==> src/rtl/trapret_pkg.sv <==
package trapret_pkg;

  localparam logic [1:0] PRIV_U = 2'b00;
  localparam logic [1:0] PRIV_S = 2'b01;
  localparam logic [1:0] PRIV_M = 2'b11;

  localparam logic [1:0] OP_SRET  = 2'd0;
  localparam logic [1:0] OP_MRET  = 2'd1;
  localparam logic [1:0] OP_WFI   = 2'd2;
  localparam logic [1:0] OP_FENCE = 2'd3;

  localparam logic [3:0] EXC_MISALIGN = 4'd0;
  localparam logic [3:0] EXC_ILLEGAL  = 4'd2;

  typedef struct packed {
    logic       tvm;
    logic       tw;
    logic       tsr;
    logic [1:0] mpp;
    logic       spp;
    logic       mpie;
    logic       spie;
    logic       mie;
    logic       sie;
    logic       uie;
  } stat_t;

  localparam int STAT_W = $bits(stat_t);

  // A privilege value with no mode behind it is held as user.
  function automatic logic [1:0] fn_legal_priv(input logic [1:0] v);
    return (v == 2'b10) ? PRIV_U : v;
  endfunction

  function automatic logic fn_misaligned(input logic [1:0] low, input logic has_c);
    return !has_c && (low != 2'b00);
  endfunction

  function automatic logic [1:0] fn_ret_priv(input stat_t s, input logic is_m);
    return is_m ? s.mpp : {1'b0, s.spp};
  endfunction

  function automatic stat_t fn_ret_status(input stat_t s, input logic is_m,
                                          input logic new_spec);
    stat_t      r;
    logic       pie;
    logic [1:0] pp;
    r   = s;
    pie = is_m ? s.mpie : s.spie;
    pp  = fn_ret_priv(s, is_m);
    if (new_spec) begin
      if (is_m) r.mie = pie;
      else      r.sie = pie;
    end else begin
      case (pp)
        PRIV_U:  r.uie = pie;
        PRIV_S:  r.sie = pie;
        PRIV_M:  r.mie = pie;
        default: r.uie = s.uie;
      endcase
    end
    if (is_m) begin
      r.mpie = 1'b0;
      r.mpp  = PRIV_U;
    end else begin
      r.spie = 1'b0;
      r.spp  = 1'b0;
    end
    return r;
  endfunction

endpackage

==> src/rtl/trapret_check.sv <==
module trapret_check
  import trapret_pkg::*;
#(
  parameter int XLEN = 32
) (
  input  logic            fire,
  input  logic [1:0]      code,
  input  logic [1:0]      priv,
  input  logic            tsr,
  input  logic            tw,
  input  logic            tvm,
  input  logic [XLEN-1:0] sepc,
  input  logic [XLEN-1:0] mepc,
  input  logic            has_c,
  input  logic            new_spec,
  output logic            go_ret,
  output logic            go_wfi,
  output logic            go_fence,
  output logic            go_exc,
  output logic [3:0]      exc_kind,
  output logic [XLEN-1:0] tgt_pc,
  output logic            ret_is_m
);

  logic tgt_mis;

  assign ret_is_m = (code == OP_MRET);
  assign tgt_pc   = ret_is_m ? mepc : sepc;
  assign tgt_mis  = fn_misaligned(tgt_pc[1:0], has_c);

  // Checks run in a fixed order: privilege, alignment, trap bits.
  always_comb begin
    go_ret   = 1'b0;
    go_wfi   = 1'b0;
    go_fence = 1'b0;
    go_exc   = 1'b0;
    exc_kind = EXC_ILLEGAL;
    if (fire) begin
      case (code)
        OP_SRET: begin
          if (priv == PRIV_U) go_exc = 1'b1;
          else if (tgt_mis) begin
            go_exc   = 1'b1;
            exc_kind = EXC_MISALIGN;
          end else if (new_spec && tsr) go_exc = 1'b1;
          else go_ret = 1'b1;
        end
        OP_MRET: begin
          if (priv != PRIV_M) go_exc = 1'b1;
          else if (tgt_mis) begin
            go_exc   = 1'b1;
            exc_kind = EXC_MISALIGN;
          end else go_ret = 1'b1;
        end
        OP_WFI: begin
          if (priv == PRIV_S && new_spec && tw) go_exc = 1'b1;
          else go_wfi = 1'b1;
        end
        default: begin
          if (priv == PRIV_S && new_spec && tvm) go_exc = 1'b1;
          else go_fence = 1'b1;
        end
      endcase
    end
  end

endmodule

==> src/rtl/trapret_update.sv <==
module trapret_update
  import trapret_pkg::*;
(
  input  logic       ld_valid,
  input  logic [1:0] ld_priv,
  input  stat_t      ld_st,
  input  logic [1:0] priv,
  input  stat_t      st,
  input  logic       go_ret,
  input  logic       ret_is_m,
  input  logic       new_spec,
  output logic [1:0] priv_nxt,
  output stat_t      st_nxt
);

  always_comb begin
    priv_nxt = priv;
    st_nxt   = st;
    if (ld_valid) begin
      priv_nxt   = fn_legal_priv(ld_priv);
      st_nxt     = ld_st;
      st_nxt.mpp = fn_legal_priv(ld_st.mpp);
    end else if (go_ret) begin
      priv_nxt = fn_ret_priv(st, ret_is_m);
      st_nxt   = fn_ret_status(st, ret_is_m, new_spec);
    end
  end

endmodule

==> src/rtl/trapret_halt.sv <==
module trapret_halt (
  input  logic clk,
  input  logic rst_n,
  input  logic set_req,
  input  logic irq,
  output logic halt
);

  always_ff @(posedge clk or negedge rst_n) begin
    if (!rst_n) halt <= 1'b0;
    else        halt <= (halt | set_req) & ~irq;
  end

  AST_IRQ_ENDS_HALT: assert property (@(posedge clk) disable iff (!rst_n)
    irq |=> !halt);

  AST_WAIT_HALTS: assert property (@(posedge clk) disable iff (!rst_n)
    (set_req && !irq) |=> halt);

endmodule

==> src/rtl/trapret_gate.sv <==
module trapret_gate
  import trapret_pkg::*;
#(
  parameter int XLEN = 32
) (
  input  logic              clk,
  input  logic              rst_n,
  input  logic              ld_valid,
  input  logic [1:0]        ld_priv,
  input  logic [STAT_W-1:0] ld_status,
  input  logic [XLEN-1:0]   ld_sepc,
  input  logic [XLEN-1:0]   ld_mepc,
  input  logic              op_valid,
  input  logic [1:0]        op_code,
  input  logic              has_compressed,
  input  logic              new_spec,
  input  logic              irq_pending,
  output logic              ret_valid,
  output logic [XLEN-1:0]   ret_pc,
  output logic              exc_valid,
  output logic [3:0]        exc_code,
  output logic              flush,
  output logic              halt,
  output logic [1:0]        priv_o,
  output logic [STAT_W-1:0] status_o
);

  logic [1:0]      priv_q, priv_nxt;
  stat_t           st_q, st_nxt;
  logic [XLEN-1:0] sepc_q, mepc_q;
  logic            op_fire;
  logic            go_ret, go_wfi, go_fence, go_exc, ret_is_m;
  logic [3:0]      exc_kind;
  logic [XLEN-1:0] tgt_pc;
  logic            ret_was_m_q;

  assign op_fire = op_valid & ~ld_valid;

  trapret_check #(.XLEN(XLEN)) check_i (
    .fire     (op_fire),
    .code     (op_code),
    .priv     (priv_q),
    .tsr      (st_q.tsr),
    .tw       (st_q.tw),
    .tvm      (st_q.tvm),
    .sepc     (sepc_q),
    .mepc     (mepc_q),
    .has_c    (has_compressed),
    .new_spec (new_spec),
    .go_ret   (go_ret),
    .go_wfi   (go_wfi),
    .go_fence (go_fence),
    .go_exc   (go_exc),
    .exc_kind (exc_kind),
    .tgt_pc   (tgt_pc),
    .ret_is_m (ret_is_m)
  );

  trapret_update update_i (
    .ld_valid (ld_valid),
    .ld_priv  (ld_priv),
    .ld_st    (stat_t'(ld_status)),
    .priv     (priv_q),
    .st       (st_q),
    .go_ret   (go_ret),
    .ret_is_m (ret_is_m),
    .new_spec (new_spec),
    .priv_nxt (priv_nxt),
    .st_nxt   (st_nxt)
  );

  trapret_halt halt_i (
    .clk     (clk),
    .rst_n   (rst_n),
    .set_req (go_wfi),
    .irq     (irq_pending),
    .halt    (halt)
  );

  always_ff @(posedge clk or negedge rst_n) begin
    if (!rst_n) begin
      priv_q      <= PRIV_M;
      st_q        <= '0;
      sepc_q      <= '0;
      mepc_q      <= '0;
      ret_valid   <= 1'b0;
      ret_pc      <= '0;
      exc_valid   <= 1'b0;
      exc_code    <= EXC_MISALIGN;
      flush       <= 1'b0;
      ret_was_m_q <= 1'b0;
    end else begin
      priv_q    <= priv_nxt;
      st_q      <= st_nxt;
      ret_valid <= go_ret;
      exc_valid <= go_exc;
      flush     <= go_fence;
      if (ld_valid) begin
        sepc_q <= ld_sepc;
        mepc_q <= ld_mepc;
      end
      if (go_ret) begin
        ret_pc      <= tgt_pc;
        ret_was_m_q <= ret_is_m;
      end
      if (go_exc) exc_code <= exc_kind;
    end
  end

  assign priv_o   = priv_q;
  assign status_o = st_q;

  AST_EXC_HOLDS_STATE: assert property (@(posedge clk) disable iff (!rst_n)
    exc_valid |-> (priv_o == $past(priv_o)) && (status_o == $past(status_o)));

  AST_SRET_FROM_USER: assert property (@(posedge clk) disable iff (!rst_n)
    (op_fire && op_code == OP_SRET && priv_o == PRIV_U)
      |=> exc_valid && exc_code == EXC_ILLEGAL);

  AST_MRET_BELOW_M: assert property (@(posedge clk) disable iff (!rst_n)
    (op_fire && op_code == OP_MRET && priv_o != PRIV_M)
      |=> exc_valid && exc_code == EXC_ILLEGAL);

  AST_ONE_RESULT: assert property (@(posedge clk) disable iff (!rst_n)
    $onehot0({ret_valid, exc_valid, flush}));

  AST_TARGET_ALIGNED: assert property (@(posedge clk) disable iff (!rst_n)
    (ret_valid && !$past(has_compressed)) |-> ret_pc[1:0] == 2'b00);

  AST_PREV_CLEARED: assert property (@(posedge clk) disable iff (!rst_n)
    ret_valid |-> (ret_was_m_q ? (!st_q.mpie && st_q.mpp == PRIV_U)
                               : (!st_q.spie && !st_q.spp)));

  AST_LOAD_WINS: assert property (@(posedge clk) disable iff (!rst_n)
    ld_valid |=> !ret_valid && !exc_valid && !flush);

endmodule

==> config.mk <==
export PLATFORM = sky130hd
export DESIGN_NAME = trapret_gate
export DESIGN_NICKNAME = d
export VERILOG_FILES = /design/src/rtl/trapret_pkg.sv /design/src/rtl/trapret_check.sv /design/src/rtl/trapret_update.sv /design/src/rtl/trapret_halt.sv /design/src/rtl/trapret_gate.sv
export SDC_FILE = /design/constraint.sdc
export NUM_CORES = 1
export LEC_CHECK = 0
export CAP_MARGIN = 25
export CORE_MARGIN = 4
export CORE_UTILIZATION = 45
export CTS_BUF_LIST = sky130_fd_sc_hd__clkbuf_2 sky130_fd_sc_hd__clkbuf_4 sky130_fd_sc_hd__clkbuf_8
export CTS_CLUSTER_SIZE = 28
export DETAILED_ROUTE_END_ITERATION = 8
export HOLD_SLACK_MARGIN = 0.06
export PLACE_DENSITY = 0.76
export SETUP_SLACK_MARGIN = 0.15
export SLEW_MARGIN = 20
export SYNTH_ARGS = -nofsm -noshare
export SYNTH_HDL_FRONTEND = slang
export SYNTH_SLANG_ARGS = --single-unit
==> constraint.sdc <==
create_clock -name clk -period 2.7 [get_ports clk]
set_clock_uncertainty 0.15 [all_clocks]
set_input_delay 0.675 -clock clk [delete_from_list [all_inputs] [get_ports clk]]
set_output_delay 0.675 -clock clk [all_outputs]
set_load 0.01 [all_outputs]
# Word-level counts from Yosys, hierarchy flattened
# Cells that the tools add are included.
dict set report classes {
  eq_ne 12
  reduce_logical 21
  mux 46
  bitwise_logic 5
}
# cell count
set ops {}
lappend ops {{$mux 32} 1}
lappend ops {{$mux 1} 29}
lappend ops {{$mux 2} 9}
lappend ops {{$mux 11} 1}
lappend ops {{$reduce_and 3->1} 3}
lappend ops {{$eq 2x2->1 const B} 4}
lappend ops {{$mux 4} 2}
lappend ops {{$mux 8} 1}
lappend ops {{$pmux 4 s2} 1}
lappend ops {{$reduce_bool 2->1} 4}
lappend ops {{$eq 2x1->1 const B} 3}
lappend ops {{$logic_not 2->1} 3}
lappend ops {{$ne 2x2->1 const B} 3}
lappend ops {{$reduce_bool 3->1} 2}
lappend ops {{$logic_and 1x1->1} 5}
lappend ops {{$reduce_and 2->1} 2}
lappend ops {{$ne 3x2->1 const B} 1}
lappend ops {{$ne 3x3->1 const B} 1}
lappend ops {{$pmux 1 s3} 1}
lappend ops {{$reduce_or 3->1} 1}
lappend ops {{$and 1x1->1} 2}
lappend ops {{$not 1->1} 2}
lappend ops {{$pmux 1 s2} 1}
lappend ops {{$logic_not 1->1} 1}
lappend ops {{$or 1x1->1} 1}
dict set report totals {
  inputBits 86
  word_cells 103
  reg_bits 117
  output_inout_bits 53
}

# Logic depth before layout (Yosys ltp)
dict set report depth {
  ltp_word 10
  mapped_depth 7
  depth_no_buf 5
}

# Hierarchy
# Synthesis repeated with hierarchy kept, for this count alone.
dict set report hier_totals {
  cells_unflattened 355
  hier_area_um2 5352.6
}
# mod instances area_each_um2 seq_area_each_um2 cells_per_inst
set by_module_without_submodules {}
lappend by_module_without_submodules {trapret_gate 1 4359.2 2905.3 228}
lappend by_module_without_submodules {trapret_check 1 583.1 0.0 65}
lappend by_module_without_submodules {trapret_update 1 375.4 0.0 60}
lappend by_module_without_submodules {trapret_halt 1 35.0 25.0 2}

# Least setup slack after synthesis
# No wires, ideal clock.
dict set report synth_timing {
  path_kind {input to register}
  startpoint {input op_code[1]}
  endpoint {register st_q, in the netlist status_o[3]}
  required_time_ns 2.429
  path_buffers 2
  setup_time_ns 0.121
  setup_slack_ns 0.294
  stages 7
  t_arrival_ns 2.134
  cell_sequence {buf_2 -> nor4b_2 -> a211oi_2 -> a2111oi_4 -> buf_2 -> nand2_1 -> a22o_1}
}
dict set report synth_between {
  elab_chain_cells 10
  word_cells_on_any_way 14
  classes_between {2 x eq/ne; 7 x mux; 5 x reduce/logical}
}
# item line
set synth_lines {}
lappend synth_lines {{from (decl)} trapret_gate.sv:14} ;# input logic [1:0] op_code,
lappend synth_lines {{$eq 2x1->1} {trapret_check.sv:27, trapret_check.sv:39}}
lappend synth_lines {{$mux 32} trapret_check.sv:28} ;# assign tgt_pc = ret_is_m ? mepc : sepc;
lappend synth_lines {{$reduce_bool 2->1} trapret_pkg.sv:36} ;# return !has_c && (low != 2'b00);
lappend synth_lines {{$logic_and 1x1->1} trapret_pkg.sv:36}
lappend synth_lines {{$mux 1, on equally long branches} {trapret_check.sv:50, trapret_check.sv:42}}
lappend synth_lines {{$mux 1, on equally long branches} {trapret_check.sv:49, trapret_check.sv:41}}
lappend synth_lines {{$pmux 1 s2} trapret_check.sv:39} ;# case (code)
lappend synth_lines {{$mux 1} trapret_check.sv:38} ;# if (fire) begin
lappend synth_lines {{$reduce_bool 2->1 (no source line)} n/a}
lappend synth_lines {{$reduce_and 2->1 (no source line) (*)} n/a}
lappend synth_lines {{to (signal assigned)} trapret_gate.sv:94} ;# st_q <= st_nxt;
lappend synth_lines {{to (decl)} trapret_gate.sv:29} ;# stat_t st_q, st_nxt;
# Mark *: on every way between the ends. The rest lies on a longest branch, timed or not.
# A chain may end at the register's enable or synchronous reset.

# Worst setup path after layout
dict set report layout_timing {
  startpoint {register priv_q[0] (netlist: priv_o[0])}
  endpoint {output priv_o[0]}
}
# item line
set layout_lines {}
lappend layout_lines {{from (decl)} trapret_gate.sv:28} ;# logic [1:0] priv_q, priv_nxt;
lappend layout_lines {{from (signal assigned)} trapret_gate.sv:93} ;# priv_q <= priv_nxt;
lappend layout_lines {{to (decl)} trapret_gate.sv:24} ;# output logic [1:0] priv_o,
# No word-level cell between the ends.

==> impl_metrics.toml <==
[worst_hold_path]
min_path_type = "reg -> reg"
min_from = "mepc_q[27]"
holdPathStages = 1
whs_endpoint = "mepc_q[27]"

[status]
outcome = "finished, final reports clean"

[place]
placed_area_mm2 = 0.00641
io_buffers = 135
place_inst = 680
dpl.hpwl_mm = 8.16
dp_slack_ns = -0.181
gp_congestion = 0.907

[route]
drc_errors = 0
firstDrtPassIters = 4
route.vias.total = 3683
via_per_inst = 5.17
initialDrtViolationCount = 147
wl_mm = 11.7
final_antenna_net_count = 0
avgRoutedWirePerCell_um = 16.5

[grt]
grt_max_degree = 66
track_usage = 0.195
grt_overflow = 0
antenna_found_initial = 0
grt_first_pass_wirelength_mm = 19.5
grt_pass1_vias = 3902

[synthesis]
synth-seq-cells = 114
synthFlopType = "dfrtp_1"
synth_largest_area_cell = "dfrtp_1"
synthSimpleGateAreaFrac = 0.116
yosysSeqAreaShare = 0.591
yosys-top-cells-count = "dfrtp_1, nand2_1, mux2_2"
yosys.cell_count.top_type = "dfrtp_1"
synthCells = 421
async_flop_share = 1.00
synth_top_family_by_area = "multiplexers"
synth-xor-area-share = 0
avgSynthCellArea_um2 = 11.5
synth_top_area_frac = 0.580
netlist_area_mm2 = 0.00483
synth_edf_count = 0
synth_area_leaders = "dfrtp_1, mux2_2, nand2_1, a31oi_1, nor2_1"
ys_types = 39
synthAdderAreaFrac = 0
yosys_warnings = 0
synth_compound_area_frac = 0.0963
synthMuxAreaShare = 0.163

[power_and_ir_drop]
p_per_area_mw_per_mm2 = 770
p_leak_nw = 2.91
share_comb_of_total_power = 0.224
peakVddDrop_v = 0.000422
intPower_mw = 3.97
switching_share = 0.252
p_seq_frac = 0.418
power_mw = 5.31
p_clk_frac = 0.358
p_switching_mw = 1.34

[timing]
slew_headroom = 0.519
fin_crit_sh = 0.897
hold_viol = 0
tightestPinTransition_ns = 0.721
setup_slack_ns = 0.277
tns_ns = 0
holdWs_ns = 0.357
layout_min_cycle_time_ns = 2.42
setup_viol = 0
timing.final.max_slew_violations = 0
rsz0062_at_grt = "no"
fmax_mhz = 413

[critical_path]
reg2reg_depth = 6
timing.rr.end = "status_o[2]"
regToRegSetupSlack_ns = 0.52
crit_fanout = 9
crit_family = "flip-flops"
cp.buffers_inverters = 1
critPathMaxStageDelay_ns = 0.63
cp-start-kind = "register"
criticalPathCategory = "reg -> out"
critPathRequiredTime_ns = 1.88
arrival_ns = 1.60
endpoint_kind = "output port"
worstReg2RegStart = "priv_o[0]"
crit_chain = "clkdlybuf4s50_1"
slowest_stage = "dfstp_2"

[cells_and_area]
insertedDiodeCount = 0
postLayoutCoreUtil = 0.662
drive_gt1_frac = 0.222
instances_no_fill = 712
multiInputGateArea_mm2 = 0.00183
fill_cells = 799
syn_to_final_growth_pct = 42.7
regArea_mm2 = 0.00286
fin_area_mm2 = 0.00690
finalNetCount = 650

[die]
fp.coreArea_mm2 = 0.0104
boundaryPins = 139
start_util = 0.464
dieHeight_um = 112
dieArea_mm2 = 0.0125
die_w_um = 112
num_rows = 37

[clock_network]
ctsLongestPathBuffers = 2
clk_latency_ns = 0.42
numCtsBuffers = 17
clk_pin_slew_ns = 0.06
tritoncts = "built"
cts_root_buf = "clkbuf_8"
post-cts-setup-buffer-count = 0
ctsHtreeMaxLevel = 4
cts.sinks = 114

[run]
maxCapViolations = 0
## area by class of cell
cell class              instances  share of cell area
repair buffers                155               0.225
well taps                     136              0.0247
multi-input cells             274               0.266
clock buffers                  21              0.0392
flip-flops and latches        114               0.414
clock inverters                10              0.0299
inverters                       2             0.00109
## worst max-delay path by stage
stage,start,end,cells after the start
6_report,priv_o[0],priv_o[0],1
3_3_place_gp,op_code[0],status_o[2],7
2_1_floorplan,op_code[1],status_o[3],7
5_1_grt,priv_o[0],priv_o[0],1
3_5_place_dp,op_code[0],ret_pc[29],7
4_1_cts,priv_o[0],priv_o[0],1
## kinds of logic after synthesis
kind of cell / Yosys count
and+or+nand+nor: 136
DFF: 114
muxes: 70
AOI/OAI and AO/OA: 65
buffers and inverters: 35
other: 1
## flip-flops by register name, indices dropped and copies added (netlist names)
signal       flops
ret_valid        1
ret_pc          32
mepc_q          32
status_o        11
exc_valid        1
exc_code         1
halt_i.halt      1
flush            1
priv_o           2
sepc_q          32
## cells in the final DEF, fill, tap and decap left out, types with 5 or more instances in the layout
master	n
clkdlybuf4s50_1	132
dfrtp_1	112
nand2_1	77
mux2_2	68
nor2_1	40
a31oi_1	32
clkbuf_8	18
buf_4	16
nor2b_1	6
bufinv_16	6
a21oi_1	5
o21ai_0	5
## layer usage
| layer | wire [um] | up-vias | global-route usage | part of all wire |
|---|---|---|---|---|
| met5 | 0 | - | 0 | 0 |
| met4 | 65 | 0 | 0.0495 | 0.0055 |
| met3 | 856 | 8 | 0.0712 | 0.073 |
| met2 | 5840 | 139 | 0.323 | 0.50 |
| met1 | 4960 | 1796 | 0.243 | 0.42 |
| li1 | - | 1740 | - | - |
## power by group through the flow
stage	clock (mW)	combinational (mW)	sequential, mW
6_report	1.90	1.19	2.22
5_1_grt	2.02	1.29	2.26
3_5_place_dp	0	1.20	2.24
2_1_floorplan	0	0.416	2.29
4_1_cts	1.93	1.20	2.22
3_3_place_gp	0	1.17	2.24
## what timing repair did
item,4_1_cts,5_1_grt
hold buffers,1,0
endpoints found under the setup margin,0,14
endpoints found under the hold margin,12,0
resized for setup,0,2
No activity file was read; power rests on OpenSTA's default activity.
